<file path="src/rtl/hwdec_pkg.sv">
package hwdec_pkg;

  localparam int INSN_W    = 16;
  localparam int OPC_W     = 8;
  localparam int REG_W     = 4;
  localparam int IMM_W     = 8;
  localparam int LEN_W     = 3;
  localparam int COND_W    = 4;
  localparam int SUB_W     = 2;
  localparam int BASE_LEN  = 2;
  localparam int EXT_BYTES = 4;

  typedef enum logic [1:0] {
    FMT_NONE  = 2'd0,
    FMT_ONE   = 2'd1,
    FMT_TWO   = 2'd2,
    FMT_THREE = 2'd3
  } fmt_e;

  typedef enum logic [1:0] {
    AM_NONE = 2'd0,
    AM_ABS  = 2'd1,
    AM_IND  = 2'd2,
    AM_OFS  = 2'd3
  } amode_e;

  typedef struct packed {
    fmt_e              fmt;
    logic [OPC_W-1:0]  opc;
    logic [REG_W-1:0]  ra;
    logic [REG_W-1:0]  rb;
    logic [IMM_W-1:0]  imm;
    logic [LEN_W-1:0]  len;
    logic              ill;
    logic              brk;
    logic              swi;
    logic              nop;
    amode_e            am;
  } dec_t;

  // Holes in the long-format opcode space: zero, a reserved band, and the tail.
  function automatic logic op_is_hole(input logic [OPC_W-1:0] op,
                                      input logic [OPC_W-1:0] band_lo,
                                      input logic [OPC_W-1:0] band_hi,
                                      input logic [OPC_W-1:0] last_op);
    return (op == '0) || ((op >= band_lo) && (op <= band_hi)) || (op > last_op);
  endfunction

  // Long-format opcodes that are followed by a 32-bit literal.
  function automatic logic op_has_ext(input logic [OPC_W-1:0] op);
    case (op)
      8'h01, 8'h03, 8'h08, 8'h09, 8'h0C, 8'h0D, 8'h1A, 8'h1B,
      8'h1D, 8'h1F, 8'h20, 8'h22, 8'h24, 8'h30,
      8'h36, 8'h37, 8'h38, 8'h39: return 1'b1;
      default:                    return 1'b0;
    endcase
  endfunction

  function automatic amode_e op_amode(input logic [OPC_W-1:0] op);
    case (op)
      8'h08, 8'h09, 8'h1D, 8'h1F, 8'h22, 8'h24: return AM_ABS;
      8'h0A, 8'h0B, 8'h1C, 8'h1E, 8'h21, 8'h23: return AM_IND;
      8'h0C, 8'h0D, 8'h36, 8'h37, 8'h38, 8'h39: return AM_OFS;
      default:                                  return AM_NONE;
    endcase
  endfunction

  // Byte length; an illegal word never claims a trailing literal.
  function automatic logic [LEN_W-1:0] insn_len(input logic ext, input logic ill);
    return (ext && !ill) ? LEN_W'(BASE_LEN + EXT_BYTES) : LEN_W'(BASE_LEN);
  endfunction

  function automatic logic cond_legal(input logic [COND_W-1:0] cond,
                                      input logic [COND_W-1:0] max_cond);
    return cond <= max_cond;
  endfunction

endpackage

</file>
<file path="src/rtl/hwdec_split.sv">
module hwdec_split
  import hwdec_pkg::*;
(
  input  logic [INSN_W-1:0] word,
  output fmt_e              fmt,
  output logic [OPC_W-1:0]  op_long,
  output logic [SUB_W-1:0]  op_sub,
  output logic [COND_W-1:0] cond,
  output logic [REG_W-1:0]  f1_a,
  output logic [REG_W-1:0]  f1_b,
  output logic [REG_W-1:0]  f2_r,
  output logic [IMM_W-1:0]  f2_imm
);

  localparam int SEL_HI  = INSN_W - 1;
  localparam int SEL_LO  = INSN_W - 2;
  localparam int SUB_HI  = SEL_LO - 1;
  localparam int F2R_HI  = SUB_HI - SUB_W;

  always_comb begin
    if (!word[SEL_HI])      fmt = FMT_ONE;
    else if (!word[SEL_LO]) fmt = FMT_TWO;
    else                    fmt = FMT_THREE;
  end

  assign op_long = word[SEL_HI -: OPC_W];
  assign f1_a    = word[2*REG_W-1 -: REG_W];
  assign f1_b    = word[REG_W-1:0];
  assign op_sub  = word[SUB_HI -: SUB_W];
  assign f2_r    = word[F2R_HI -: REG_W];
  assign f2_imm  = word[IMM_W-1:0];
  assign cond    = word[SUB_HI -: COND_W];

endmodule

</file>
<file path="src/rtl/hwdec_f1_table.sv">
module hwdec_f1_table
  import hwdec_pkg::*;
#(
  parameter logic [OPC_W-1:0] BAND_LO = 8'h10,
  parameter logic [OPC_W-1:0] BAND_HI = 8'h18,
  parameter logic [OPC_W-1:0] LAST_OP = 8'h39,
  parameter logic [OPC_W-1:0] BRK_OP  = 8'h35,
  parameter logic [OPC_W-1:0] SWI_OP  = 8'h30,
  parameter logic [OPC_W-1:0] NOP_OP  = 8'h0F
) (
  input  logic [OPC_W-1:0] op,
  output logic             ill,
  output logic             ext,
  output logic             brk,
  output logic             swi,
  output logic             nop,
  output amode_e           am
);

  localparam int DEPTH  = 1 << OPC_W;
  localparam int ATTR_W = 5 + $bits(amode_e);

  logic [ATTR_W-1:0] attr_rom [DEPTH];

  // One constant attribute word per opcode, computed at elaboration.
  for (genvar g = 0; g < DEPTH; g++) begin : g_attr
    localparam logic [OPC_W-1:0] OPV = OPC_W'(g);
    assign attr_rom[g] = { op_is_hole(OPV, BAND_LO, BAND_HI, LAST_OP),
                           op_has_ext(OPV),
                           (OPV == BRK_OP),
                           (OPV == SWI_OP),
                           (OPV == NOP_OP),
                           op_amode(OPV) };
  end

  logic [ATTR_W-1:0] hit;
  assign hit = attr_rom[op];

  assign ill = hit[ATTR_W-1];
  assign ext = hit[ATTR_W-2];
  assign brk = hit[ATTR_W-3];
  assign swi = hit[ATTR_W-4];
  assign nop = hit[ATTR_W-5];
  assign am  = amode_e'(hit[$bits(amode_e)-1:0]);

endmodule

</file>
<file path="src/rtl/hwdec_outreg.sv">
module hwdec_outreg
  import hwdec_pkg::*;
(
  input  logic clk,
  input  logic rst_n,
  input  logic in_valid,
  input  dec_t d,
  output logic out_valid,
  output dec_t q
);

  always_ff @(posedge clk or negedge rst_n) begin
    if (!rst_n) begin
      out_valid <= 1'b0;
      q         <= '0;
    end else begin
      out_valid <= in_valid;
      if (in_valid) q <= d;
    end
  end

  AST_VALID_NEXT: assert property (@(posedge clk) disable iff (!rst_n)
    in_valid |=> out_valid);
  AST_IDLE_LOW: assert property (@(posedge clk) disable iff (!rst_n)
    !in_valid |=> !out_valid);
  AST_IDLE_HOLD: assert property (@(posedge clk) disable iff (!rst_n)
    !in_valid |=> $stable(q));
  AST_ILL_SHORT: assert property (@(posedge clk) disable iff (!rst_n)
    q.ill |-> (q.len == LEN_W'(BASE_LEN)));

endmodule

</file>
<file path="src/rtl/halfword_decoder.sv">
module halfword_decoder
  import hwdec_pkg::*;
#(
  parameter logic [COND_W-1:0] MAX_COND = 4'd9
) (
  input  logic        clk,
  input  logic        rst_n,
  input  logic        in_valid,
  input  logic [15:0] in_word,
  output logic        out_valid,
  output logic [1:0]  out_form,
  output logic [7:0]  out_opcode,
  output logic [3:0]  out_reg_a,
  output logic [3:0]  out_reg_b,
  output logic [7:0]  out_imm8,
  output logic [2:0]  out_len,
  output logic        out_illegal,
  output logic        out_brk,
  output logic        out_swi,
  output logic        out_nop,
  output logic [1:0]  out_amode
);

  fmt_e              sp_fmt;
  logic [OPC_W-1:0]  sp_op_long;
  logic [SUB_W-1:0]  sp_op_sub;
  logic [COND_W-1:0] sp_cond;
  logic [REG_W-1:0]  sp_f1_a, sp_f1_b, sp_f2_r;
  logic [IMM_W-1:0]  sp_f2_imm;

  hwdec_split u_split (
    .word    (in_word),
    .fmt     (sp_fmt),
    .op_long (sp_op_long),
    .op_sub  (sp_op_sub),
    .cond    (sp_cond),
    .f1_a    (sp_f1_a),
    .f1_b    (sp_f1_b),
    .f2_r    (sp_f2_r),
    .f2_imm  (sp_f2_imm)
  );

  logic   tb_ill, tb_ext, tb_brk, tb_swi, tb_nop;
  amode_e tb_am;

  hwdec_f1_table u_table (
    .op  (sp_op_long),
    .ill (tb_ill),
    .ext (tb_ext),
    .brk (tb_brk),
    .swi (tb_swi),
    .nop (tb_nop),
    .am  (tb_am)
  );

  // Named internal events.
  logic f1_hole_hit, f3_cond_bad, ext_follows;
  assign f1_hole_hit = (sp_fmt == FMT_ONE) && tb_ill;
  assign f3_cond_bad = (sp_fmt == FMT_THREE) && !cond_legal(sp_cond, MAX_COND);
  assign ext_follows = (sp_fmt == FMT_ONE) && tb_ext;

  dec_t nxt;

  always_comb begin
    nxt     = '0;
    nxt.fmt = sp_fmt;
    unique case (sp_fmt)
      FMT_ONE: begin
        nxt.opc = sp_op_long;
        nxt.ra  = sp_f1_a;
        nxt.rb  = sp_f1_b;
        nxt.brk = tb_brk;
        nxt.swi = tb_swi;
        nxt.nop = tb_nop;
        nxt.am  = tb_am;
      end
      FMT_TWO: begin
        nxt.opc = OPC_W'(sp_op_sub);
        nxt.ra  = sp_f2_r;
        nxt.imm = sp_f2_imm;
      end
      default: begin
        nxt.opc = OPC_W'(sp_cond);
      end
    endcase
    nxt.ill = f1_hole_hit || f3_cond_bad;
    nxt.len = insn_len(ext_follows, nxt.ill);
  end

  dec_t q;

  hwdec_outreg u_oreg (
    .clk       (clk),
    .rst_n     (rst_n),
    .in_valid  (in_valid),
    .d         (nxt),
    .out_valid (out_valid),
    .q         (q)
  );

  assign out_form    = q.fmt;
  assign out_opcode  = q.opc;
  assign out_reg_a   = q.ra;
  assign out_reg_b   = q.rb;
  assign out_imm8    = q.imm;
  assign out_len     = q.len;
  assign out_illegal = q.ill;
  assign out_brk     = q.brk;
  assign out_swi     = q.swi;
  assign out_nop     = q.nop;
  assign out_amode   = q.am;

  AST_TRAP_ONEHOT: assert property (@(posedge clk) disable iff (!rst_n)
    $onehot0({out_brk, out_swi, out_nop}));
  AST_AMODE_F1: assert property (@(posedge clk) disable iff (!rst_n)
    (out_amode != 2'd0) |-> (out_form == 2'd1));
  AST_LONG_F1: assert property (@(posedge clk) disable iff (!rst_n)
    (out_len == 3'd6) |-> (out_form == 2'd1 && !out_illegal));
  AST_F2_LEGAL: assert property (@(posedge clk) disable iff (!rst_n)
    (out_valid && out_form == 2'd2) |-> !out_illegal);
  AST_F3_NOREG: assert property (@(posedge clk) disable iff (!rst_n)
    (out_valid && out_form == 2'd3) |-> (out_reg_a == '0 && out_imm8 == '0));

endmodule

</file>
<file path="config.mk">
export PLATFORM = sky130hd
export DESIGN_NAME = halfword_decoder
export DESIGN_NICKNAME = d
export VERILOG_FILES = /design/src/rtl/hwdec_pkg.sv /design/src/rtl/hwdec_split.sv /design/src/rtl/hwdec_f1_table.sv /design/src/rtl/hwdec_outreg.sv /design/src/rtl/halfword_decoder.sv
export SDC_FILE = /design/constraint.sdc
export NUM_CORES = 1
export LEC_CHECK = 0
export ABC_AREA = 1
export CAP_MARGIN = 5
export CORE_UTILIZATION = 25
export DETAILED_ROUTE_END_ITERATION = 7
export DONT_BUFFER_PORTS = 1
export GPL_ROUTABILITY_DRIVEN = 0
export GPL_TIMING_DRIVEN = 0
export PLACE_DENSITY = 0.4
export SETUP_SLACK_MARGIN = 0.3
export SLEW_MARGIN = 30
export SYNTH_ARGS = -nofsm -noshare
export SYNTH_HDL_FRONTEND = slang
export SYNTH_SLANG_ARGS = --single-unit
</file>
<file path="constraint.sdc">
create_clock -name clk -period 1.4 [get_ports clk]
set_input_delay 0.28 -clock clk [delete_from_list [all_inputs] [get_ports clk]]
set_output_delay 0.28 -clock clk [all_outputs]
set_load 0.1 [all_outputs]
</file>
# Word-level counts from Yosys, hierarchy flattened
# Memories as Yosys holds them, arrays and structs flattened.
# Cells that the tools add are included.
# word_totals
ff_bits	36
latchBits	0
ramBits	0
romBits	1792
inputBits	19
memories	1
# op_classes
add_sub_neg	0
n_mul	0
div	0
order_cmp	2
n_eq_ne	3
shifts	0
muxes	10
bitwise	1
n_reduce_logical	7
# memory_table
name	depth	width	read_ports	rd_clocked_by_memory_dff	write_ports	line	rtl
(no name shown)	256	7	1	0	0	hwdec_f1_table.sv:37	assign hit = attr_rom[op];
# op_table
cell	n
8-bit case mux with 2 select lines	1
7-bit two-way mux	2
9-bit >= comparator, second input constant	1
8-bit inverter with 9-bit output	1
8-bit two-way mux	1
4-bit case mux with 2 select lines	1
5-bit two-way mux	1
2-bit == test, second input constant	2
4-bit less-or-equal comparator, second input constant	1
1-bit logical AND	4
4-bit two-way mux	1
3-bit two-way mux	1
2-bit by 1-bit == test with 1-bit output, second input constant	1
1-bit logical NOT	2
2-bit two-way mux	1
1-bit logical OR	1
1-bit two-way mux	1

# Depth between registers and ports, before layout
# Gate-level depths: netlist of run 1.
# logic_depth
depth_word	9
depth_mapped	10
depth_no_buf	10

# Hierarchy
# A second synthesis of run 1 with hierarchy kept.
# unflattened
hier_cells	349
hier_area_um2	2457.4
# by_module_without_submodules
mod	instances	cells_per_inst	area_each_um2	seq_area_each_um2
hwdec_outreg	1	149	1407.6	900.9
hwdec_f1_table	1	72	392.9	0.0
halfword_decoder	1	91	386.6	0.0
hwdec_split	1	37	270.3	0.0

# Worst setup path after synthesis of run 1
# No wires, ideal clock.
# synth_timing
path_kind	reg2reg
from	reg u_oreg.q[7] (netlist name)
to	reg u_oreg.q[7] (netlist name)
setup_time_ns	0.128
t_arrival_ns	1.143
setup_slack_ns	0.129
stages_incl_launch_ff	2
path_buffers	0
path_cell_list	dfrtp_1 > or2_2

# Worst setup path in the final report of run 1
# layout_timing
from	reg u_oreg.q[24] (netlist name)
to	out out_reg_a[3]
# layout_rtl
element	line	rtl
end: declaration	halfword_decoder.sv:13	output logic [3:0] out_reg_a,
# No word-level cell between the ends.

==> results of run 1 <==
[sequential cells by signal, summed over array words and instances, names as in the netlist]
signal	count
u_oreg.q	34
u_oreg.out_valid	1
[cells in the mapped netlist]
| library cell | instances |
|---|---|
| clkbuf_1 | 3 |
| nand2_1 | 65 |
| ha_1 | 4 |
| buf_4 | 2 |
| o22ai_1 | 2 |
| a21oi_2 | 1 |
| clkinv_1 | 1 |
| or2_2 | 1 |
| a21oi_1 | 8 |
| nand4_1 | 1 |
| buf_2 | 2 |
| o221ai_1 | 5 |
| inv_1 | 25 |
| nor2_4 | 1 |
| nor2_1 | 12 |
| dfrtp_1 | 35 |
| buf_6 | 1 |
| o21ai_0 | 25 |
| nand3_1 | 7 |
| conb_1 | 1 |
| o211ai_1 | 2 |
| nand2_2 | 1 |
| inv_2 | 1 |
[routing by layer]
metal	up-vias	routed length [um]
met3	7	311
met2	45	2140
met5	-	0
met4	0	85
li1	678	-
met1	666	2156
[cells by family (layout without fill, tap and decap cells)]
logic type | count (synthesis) | count (layout) | synth area share
other | 1 | 1 | 0.002235
adder cells (fa/ha/maj) | 4 | 4 | 0.02983
AND/OR/NAND/NOR | 88 | 88 | 0.2110
flip-flops | 35 | 35 | 0.5220
AO/OA/AOI/OAI | 43 | 43 | 0.1462
buffers and inverters | 35 | 49 | 0.08873
[power groups by stage]
stage / combinational (mW) / sequential, mW / clock, mW
after global placement: 0.230 / 1.66 / 0
after detailed placement: 0.229 / 1.66 / 0
final: 0.245 / 1.68 / 0.714
after CTS: 0.231 / 1.68 / 0.755
after global routing: 0.284 / 1.69 / 0.796
after floorplan: 0.180 / 1.65 / 0
[final cells by class]
cell class	instances	share of cell area
Inverter	27	0.05576
Buffer	8	0.02398
Timing Repair Buffer	6	0.02158
Multi-Input combinational cell	136	0.3291
Sequential cell	35	0.4826
Clock buffer	6	0.03477
Clock inverter	2	0.005995
Tap cell	77	0.04616
[how the worst max path moves through the flow]
| stage | depth (start not counted) | slack, ps | to |
|---|---|---|---|
| after floorplan | 8 | 230 | u_oreg.q[8] |
| after global placement | 8 | 10 | u_oreg.q[8] |
| after detailed placement | 8 | 40 | u_oreg.q[8] |
| after CTS | 0 | 190 | out_opcode[2] |
| after global routing | 0 | 180 | out_opcode[5] |
| final | 0 | 200 | out_reg_a[3] |
[what timing repair did]
action / 4_1_cts / 5_1_grt
setup buffers: 0 / 6
resized for setup: 35 / 4
setup endpoints to repair: 35 / 38
hold endpoints to repair: 35 / 35
[metrics by stage]
step                instance area [um^2]  worst slack (ps)  hold WS, ps
finish                              2087             203.3       -318.8
global route                        2087             178.6       -340.8
CTS                                 2027             189.7       -332.8
detailed placement                  1854             37.52       -14.64
global placement                    1854             9.691       -14.65
floorplan                           1758             227.5       -15.59
==> flow_metrics.env, run 1 <==
export IMPL_synth_cell_types=23
export IMPL_max_slew_margin_rel=0.6517
export IMPL_grt_start_max_net_pins=36
export IMPL_tritoncts="done"
export IMPL_overflow=0
export IMPL_cellLeakagePower_nw=0.8798
export IMPL_grt_util_met3=0.04352
export IMPL_synth_largest_type_area_fraction=0.5220
export IMPL_area_sequential_um2=1007
export IMPL_initial_antenna_violation_count=0
export IMPL_groute_usage_overall=0.1453
export IMPL_max_root_sink_buffers=2
export IMPL_detail_route_vias_per_cell=4.700
export IMPL_maxSlewViolCount=0
export IMPL_grt_met2_usage=0.2213
export IMPL_first_global_vias=1356
export IMPL_layout_drive_gt1_share=0.3045
export IMPL_irDropWorstVdd_uv=359.6
export IMPL_antenna_violating_nets_post_route=0
export IMPL_mappedNetlistNets=229
export IMPL_worstReg2RegEnd="u_oreg.q[7]"
export IMPL_grt_busiest_layer="met2"
export IMPL_internal_power_mw=1.557
export IMPL_synth_ff_latch_count=35
export IMPL_io_pins=55
export IMPL_die_outline_area_um2=7043
export IMPL_switching_share=0.4100
export IMPL_failing_checks="DRC, hold timing"
export IMPL_grt_pass1_wl_um=7769
export IMPL_post_drt_wl_per_cell_um=15.80
export IMPL_sequential_group_share_of_total_power=0.637
export IMPL_cts_sinks=35
export IMPL_num_rows=29
export IMPL_detail_route_wirelength_um=4693
export IMPL_period_needed_ps=1197
export IMPL_dp_cells=283
export IMPL_timing_setup_critical_path_class="register to output pin"
export IMPL_arrival_ps=920
export IMPL_max_cap_violations=0
export IMPL_power_per_cell_area_nw_per_um2=1264
export IMPL_synth_warnings=0
export IMPL_synth_top_area_cells="dfrtp_1 (52%), nand2_1 (15%), o21ai_0 (7.5%)"
export IMPL_number_of_instances_in_the_synthesized_netlist=206
export IMPL_detailedRoute_firstPassIterationCount=6
export IMPL_clockRootBuffer="clkbuf_8"
export IMPL_final_net_count=242
export IMPL_final_instance_count_excl_fill=297
export IMPL_r2r_slack_ps=330
export IMPL_layout_cells_most_common="nand2_1"
export IMPL_layout_worst_path_cycle_share=0.8548
export IMPL_finalHoldViolCount=35
export IMPL_timing_final_setup_violations=0
export IMPL_path_max_fanout=2
export IMPL_worstSetupEndpointType="output pin"
export IMPL_fin_worst_hold_slack_ps=-318.8
export IMPL_chipHeight_um=83.93
export IMPL_tightestPinTransition_ps=522.5
export IMPL_start_kind="register"
export IMPL_tritoncts_num_buffers=5
export IMPL_timing_fmax_mhz=835.6
export IMPL_htree_num_levels=2
export IMPL_chipWidth_um=83.93
export IMPL_crit_start="u_oreg.q[24]"
export IMPL_detail_route_drc_violations=12
export IMPL_worst_hold_path_type="input pin to asynchronous set/reset pin"
export IMPL_post_synthesis_mean_instance_area_um2=8.145
export IMPL_final_core_utilization=0.3250
export IMPL_num_vias=1396
export IMPL_final_fill_count=681
export IMPL_finClkSkew_ps=0
export IMPL_share_clk_of_total_power=0.271
export IMPL_initial_core_util=0.2613
export IMPL_post_dp_hpwl_um=3346
export IMPL_crit_required_ps=1120
export IMPL_power_net_switching_mw=1.082
export IMPL_grt_met1_usage=0.1909
export IMPL_status="finished, violations left"
export IMPL_seq_area_frac_synth=0.5220
export IMPL_synthDominantAreaCellType="dfrtp_1"
export IMPL_synthToLayoutAreaGrowth_pct=24.38
export IMPL_floorplan_core_area_um2=6422
export IMPL_placement_io_buffers=0
export IMPL_mostFrequentLayoutCells="nand2_1 (65), dfrtp_4 (35), inv_1 (21), o21ai_0 (20), nor2_1 (12)"
export IMPL_worst_r2r_path_depth=1
export IMPL_report_power_total_mw=2.639
export IMPL_detailedRoute_firstIterationViolations=55
export IMPL_fin_setup_tns_ps=0
export IMPL_clkSlewWorstSetupHoldPaths_ps=70
export IMPL_num_antenna_cells=0
export IMPL_rsz0062_at_grt="true"
export IMPL_post_syn_area_um2=1678
export IMPL_clkLatencyLatePin_ps=280
export IMPL_multi_input_comb_area_um2=686.9
export IMPL_power_frac_comb=0.093
export IMPL_timing_rr_start="u_oreg.q[7]"
Power figures use the tool's default switching activity.
==> run 2: changes to the inputs <==
- CAP_MARGIN: 5 -> 10
- CORE_ASPECT_RATIO: unset -> 1.4
- SLEW_MARGIN: 30 -> unset
==> flow_metrics.env, run 2 (same netlist as run 1, synthesis figures left out) <==
export IMPL_detailedRoute_firstIterationViolations=94
export IMPL_layout_top_registers="u_oreg.q (34), u_oreg.out_valid (1)"
export IMPL_io_pins=55
export IMPL_detail_route_wirelength_um=4675
export IMPL_initial_antenna_violation_count=0
export IMPL_worst_r2r_path_depth=1
export IMPL_chipHeight_um=98.93
export IMPL_groute_usage_overall=0.1424
export IMPL_detailedRoute_firstPassIterationCount=8
export IMPL_failing_checks="DRC, hold timing"
export IMPL_num_rows=35
export IMPL_num_vias=1385
export IMPL_maxSlewViolCount=0
export IMPL_antenna_violating_nets_post_route=0
export IMPL_post_drt_wl_per_cell_um=16.07
export IMPL_max_slew_margin_rel=0.5840
export IMPL_initial_core_util=0.2571
export IMPL_fin_worst_hold_slack_ps=-313.7
export IMPL_grt_start_max_net_pins=36
export IMPL_critical_path_cell_count=0
export IMPL_report_power_total_mw=2.606
export IMPL_clkLatencyLatePin_ps=280
export IMPL_die_outline_area_um2=7047
export IMPL_htree_num_levels=2
export IMPL_timing_setup_critical_path_class="register to output pin"
export IMPL_cts_sinks=35
export IMPL_chipWidth_um=71.24
export IMPL_final_net_count=239
export IMPL_floorplan_core_area_um2=6525
export IMPL_largest_register_ffs=34
export IMPL_synthToLayoutAreaGrowth_pct=22.45
export IMPL_worstSetupEndpointType="output pin"
export IMPL_tightestPinTransition_ps=624.0
export IMPL_layout_worst_path_cycle_share=0.8506
export IMPL_crit_required_ps=1120
export IMPL_registers_top_by_ff_count="u_oreg.q"
export IMPL_start_kind="register"
export IMPL_timing_fmax_mhz=839.8
export IMPL_path_max_fanout=2
export IMPL_timing_final_setup_violations=0
export IMPL_clkSlewWorstSetupHoldPaths_ps=70
export IMPL_power_per_cell_area_nw_per_um2=1268
export IMPL_overflow=0
export IMPL_clockRootBuffer="clkbuf_8"
export IMPL_tritoncts_num_buffers=5
export IMPL_irDropWorstVdd_uv=448.8
export IMPL_tritoncts="done"
export IMPL_detail_route_vias_per_cell=4.759
export IMPL_first_global_vias=1528
export IMPL_period_needed_ps=1191
export IMPL_finalHoldViolCount=35
export IMPL_placement_io_buffers=0
export IMPL_layout_cells_most_common="nand2_1"
export IMPL_post_dp_hpwl_um=3428
export IMPL_num_antenna_cells=0
export IMPL_layout_drive_gt1_share=0.2949
export IMPL_finClkSkew_ps=0
export IMPL_arrival_ps=910
export IMPL_max_root_sink_buffers=2
export IMPL_rsz0062_at_grt="true"
export IMPL_status="finished, violations left"
export IMPL_grt_pass1_wl_um=7652
export IMPL_final_fill_count=692
export IMPL_detail_route_drc_violations=7
export IMPL_mostFrequentLayoutCells="nand2_1 (65), dfrtp_4 (35), inv_1 (21), o21ai_0 (20), nor2_1 (12)"
export IMPL_worst_hold_path_type="input pin to asynchronous set/reset pin"
export IMPL_cellLeakagePower_nw=0.8710
export IMPL_max_cap_violations=0
## run 2: cell count changes in the layout (fill, tap and decap cells not counted)
cell,change
clkbuf_1,-1
clkinvlp_4,-1
nand3_2,-1
nand3_1,+1
buf_4,-2
clkbuf_4,-1
clkinv_2,+2
## run 2: where the power goes
part	total [mW]	leakage, nW	internal [mW]	switching [mW]
Clock	0.690	0.0477	0.340	0.350
Sequential	1.68	0.399	1.12	0.560
Combinational	0.236	0.424	0.0842	0.152
Total	2.61	0.871	1.54	1.06
## run 2: repair_timing
action,4_1_cts,5_1_grt
buffers inserted,1,2
endpoints found under the hold margin,35,35
resized for setup,35,4
endpoints found under the setup margin,36,37
## run 2: through the flow
stage          TNS [ps]  instance area (um^2)  setup WS [ps]    util  cells
3_5_place_dp     -7.638                  1851         -7.638  0.2836    280
2_1_floorplan         0                  1758          227.5       -    206
4_1_cts               0                  2029          198.3  0.3110    289
3_3_place_gp     -28.56                  1851         -28.56  0.2836    280
6_report              0                  2054          209.2  0.3149    291
5_1_grt               0                  2054          189.7  0.3149    291
## run 2: final timing paths
path | slack, ps | endpoint | startpoint
worst max-delay path | 210 | out_opcode[2] | u_oreg.q[27]
worst min-delay path | -310 | u_oreg.q[34] | rst_n
worst max register to register | 330 | u_oreg.q[7] | u_oreg.q[7]
worst min register to register | 790 | u_oreg.q[32] | u_oreg.q[32]
max in group asynchronous | 1600 | u_oreg.q[0] | rst_n
min in group clk | 20 | u_oreg.out_valid | in_valid
## run 2: area by class of cell
type / instances / area [um^2] / share of cell area
flip-flops and latches: 35 / 1007 / 0.4903
multi-input cells: 136 / 681.9 / 0.3319
inverters: 27 / 116.4 / 0.05664
well taps: 74 / 92.59 / 0.04507
clock buffers: 5 / 68.82 / 0.03350
plain buffers: 8 / 50.05 / 0.02436
repair buffers: 3 / 22.52 / 0.01096
clock inverters: 3 / 15.01 / 0.007308
## run 2: layer usage
layer / up-vias / wire length [um] / global-route usage
met4: 0 / 76 / 0.05692
met2: 42 / 2428 / 0.2637
li1: 674 / - / -
met5: - / 0 / 0
met3: 5 / 314 / 0.03988
met1: 664 / 1856 / 0.1484
==> run 3: changes to the inputs <==
- ABC_AREA: 1 -> unset
- CORE_MARGIN: unset -> 4
- RECOVER_POWER: unset -> 25
==> flow_metrics.env, run 3 <==
export IMPL_status="finished, violations left"
export IMPL_failing_checks="hold timing"
export IMPL_layout_top_registers="u_oreg.q (34), u_oreg.out_valid (1)"
export IMPL_finalHoldViolCount=35
export IMPL_grt_start_max_net_pins=36
export IMPL_synth_warnings=0
export IMPL_synth_edff_count=0
export IMPL_cts_sinks=35
export IMPL_placement_io_buffers=0
export IMPL_multi_input_comb_area_um2=860.8
export IMPL_tritoncts="done"
export IMPL_largest_register_ffs=34
export IMPL_timing_final_setup_violations=0
export IMPL_groute_usage_overall=0.1172
export IMPL_ys_flop_type="dfrtp_1"
export IMPL_finClkSkew_ps=0
export IMPL_layout_worst_path_cycle_share=0.8484
export IMPL_layout_cells_most_common="dfrtp_4"
export IMPL_floorplan_core_area_um2=6937
export IMPL_timing_setup_critical_path_class="register to output pin"
export IMPL_period_needed_ps=1188
export IMPL_final_net_count=216
export IMPL_fin_worst_hold_slack_ps=-311.9
export IMPL_layout_cell_area_non_filler_um2=2261
export IMPL_die_outline_area_um2=8511
export IMPL_synth_largest_type_area_fraction=0.4947
export IMPL_post_dp_hpwl_um=3650
export IMPL_grt_pass1_wl_um=7707
export IMPL_tritoncts_num_buffers=5
export IMPL_power_per_cell_area_nw_per_um2=1189
export IMPL_mappedNetlistNets=208
export IMPL_synthToLayoutAreaGrowth_pct=27.70
export IMPL_mostFrequentLayoutCells="dfrtp_4 (35), inv_1 (16), nand2_1 (15), nor2_1 (12), o21ai_0 (11)"
export IMPL_seq_area_frac_synth=0.4947
export IMPL_htree_num_levels=2
export IMPL_initial_antenna_violation_count=0
export IMPL_tightestPinTransition_ps=509.7
export IMPL_detailedRoute_firstIterationViolations=36
export IMPL_yosysMostFrequentCell="dfrtp_1"
export IMPL_synth_cell_count_leaders="dfrtp_1 (35), inv_1 (17), nand2_1 (15)"
export IMPL_synth_top_area_cells="dfrtp_1 (49%), inv_1 (3.6%), a31o_2 (3.5%)"
export IMPL_worst_r2r_path_depth=2
export IMPL_routed_length_on_met1_um=1842
export IMPL_detailroute_wirelength_met2_um=2564
export IMPL_rsz0062_at_grt="true"
export IMPL_arrival_ps=910
export IMPL_io_pins=55
export IMPL_max_slew_margin_rel=0.6602
export IMPL_final_fill_count=745
export IMPL_clkLatencyLatePin_ps=280
export IMPL_post_drt_wl_per_cell_um=17.19
export IMPL_worst_hold_path_type="input pin to asynchronous set/reset pin"
export IMPL_route_met3_wl_um=450
export IMPL_place_area_um2=2002
export IMPL_path_max_fanout=2
export IMPL_synth_cell_types=42
export IMPL_irDropWorstVdd_uv=352.2
export IMPL_maxSlewViolCount=0
export IMPL_post_syn_area_um2=1770
export IMPL_synth_ff_latch_count=35
export IMPL_max_cap_violations=0
export IMPL_critical_path_cell_count=0
export IMPL_post_synthesis_mean_instance_area_um2=9.570
export IMPL_chipWidth_um=79.12
export IMPL_timing_fmax_mhz=841.9
export IMPL_crit_required_ps=1120
export IMPL_num_vias=1372
export IMPL_number_of_instances_in_the_synthesized_netlist=185
export IMPL_detail_route_wirelength_um=4969
export IMPL_antenna_violating_nets_post_route=0
export IMPL_area_sequential_um2=1007
export IMPL_synth_async_sr_flop_share=1.000
export IMPL_detailedPlace_worstSlack_ps=-12.51
export IMPL_detail_route_drc_violations=0
export IMPL_final_critical_path_setup_slack_ps=212.3
export IMPL_worstSetupEndpointType="output pin"
export IMPL_cellLeakagePower_nw=0.8309
export IMPL_num_antenna_cells=0
export IMPL_num_rows=36
export IMPL_layout_drive_gt1_share=0.4227
export IMPL_max_root_sink_buffers=2
export IMPL_synthDominantAreaCellType="dfrtp_1"
export IMPL_highest_layer="met4"
export IMPL_detail_route_vias_per_cell=4.747
export IMPL_start_kind="register"
export IMPL_initial_core_util=0.2552
export IMPL_registers_top_by_ff_count="u_oreg.q"
export IMPL_report_power_total_mw=2.688
export IMPL_overflow=0
export IMPL_detailedRoute_firstPassIterationCount=4
export IMPL_chipHeight_um=107.6
export IMPL_clockRootBuffer="clkbuf_8"
export IMPL_clkSlewWorstSetupHoldPaths_ps=70
export IMPL_first_global_vias=1446
-- run 3: changes by cell type in the layout (fill, tap and decap cells not counted), moves of 5 or more --
cell / delta
inv_1: -5
a31o_2: +7
nand2_1: -50
nor2b_4: +6
o221ai_1: -5
o21ai_0: -9
a31oi_1: +8
-- run 3: through the flow --
step,util,std cells,setup TNS (ps)
after floorplan,-,185,0
after global placement,0.2886,280,0
after detailed placement,0.2886,280,-17.58
after CTS,0.3133,288,0
after global routing,0.3259,289,0
final,0.3259,289,0
-- run 3: cell type report --
type / count / area share
timing repair buffer: 1 / 0.003320
inverter: 19 / 0.03431
clock buffer: 8 / 0.03542
multi-input combinational: 115 / 0.3807
tap: 95 / 0.05257
sequential: 35 / 0.4455
buffer: 16 / 0.04815
-- run 3: logic make-up after synthesis --
| kind of cell | count (synthesis) | synth area share |
|---|---|---|
| simple gates | 59 | 0.1823 |
| compound gates | 46 | 0.1830 |
| flops | 35 | 0.4947 |
| buf+inv | 35 | 0.08057 |
| fa+ha+maj | 4 | 0.02827 |
| mux | 4 | 0.02403 |
| other cells | 1 | 0.002118 |
| xor+xnor | 1 | 0.004948 |
-- run 3: where the power goes --
part / internal (mW) / switching, mW
clock network: 0.354 / 0.345
logic: 0.136 / 0.165
registers: 1.12 / 0.567
-- run 3: routing by layer --
layer  vias to the layer above  global-route usage
met5                         -                   0
met4                         0             0.04914
met3                         8             0.04523
met2                        59              0.2084
met1                       658              0.1212
li1                        647                   -
-- run 3: worst paths after layout --
check,start,endpoint,slack [ps]
max in group asynchronous,rst_n,u_oreg.q[26],1620
min in group clk,in_valid,u_oreg.out_valid,30
min reg2reg,u_oreg.q[14],u_oreg.q[14],810
max reg2reg,u_oreg.q[26],u_oreg.q[26],240
min,rst_n,u_oreg.q[8],-310
max,u_oreg.q[8],out_len[2],210
-- run 3: timing repair --
action / 4_1_cts / 5_1_grt
endpoints found under the setup margin: 44 / 55
buffers inserted: 0 / 1
hold endpoints to repair: 35 / 35
resized for setup: 32 / 15
pin swaps: 0 / 3
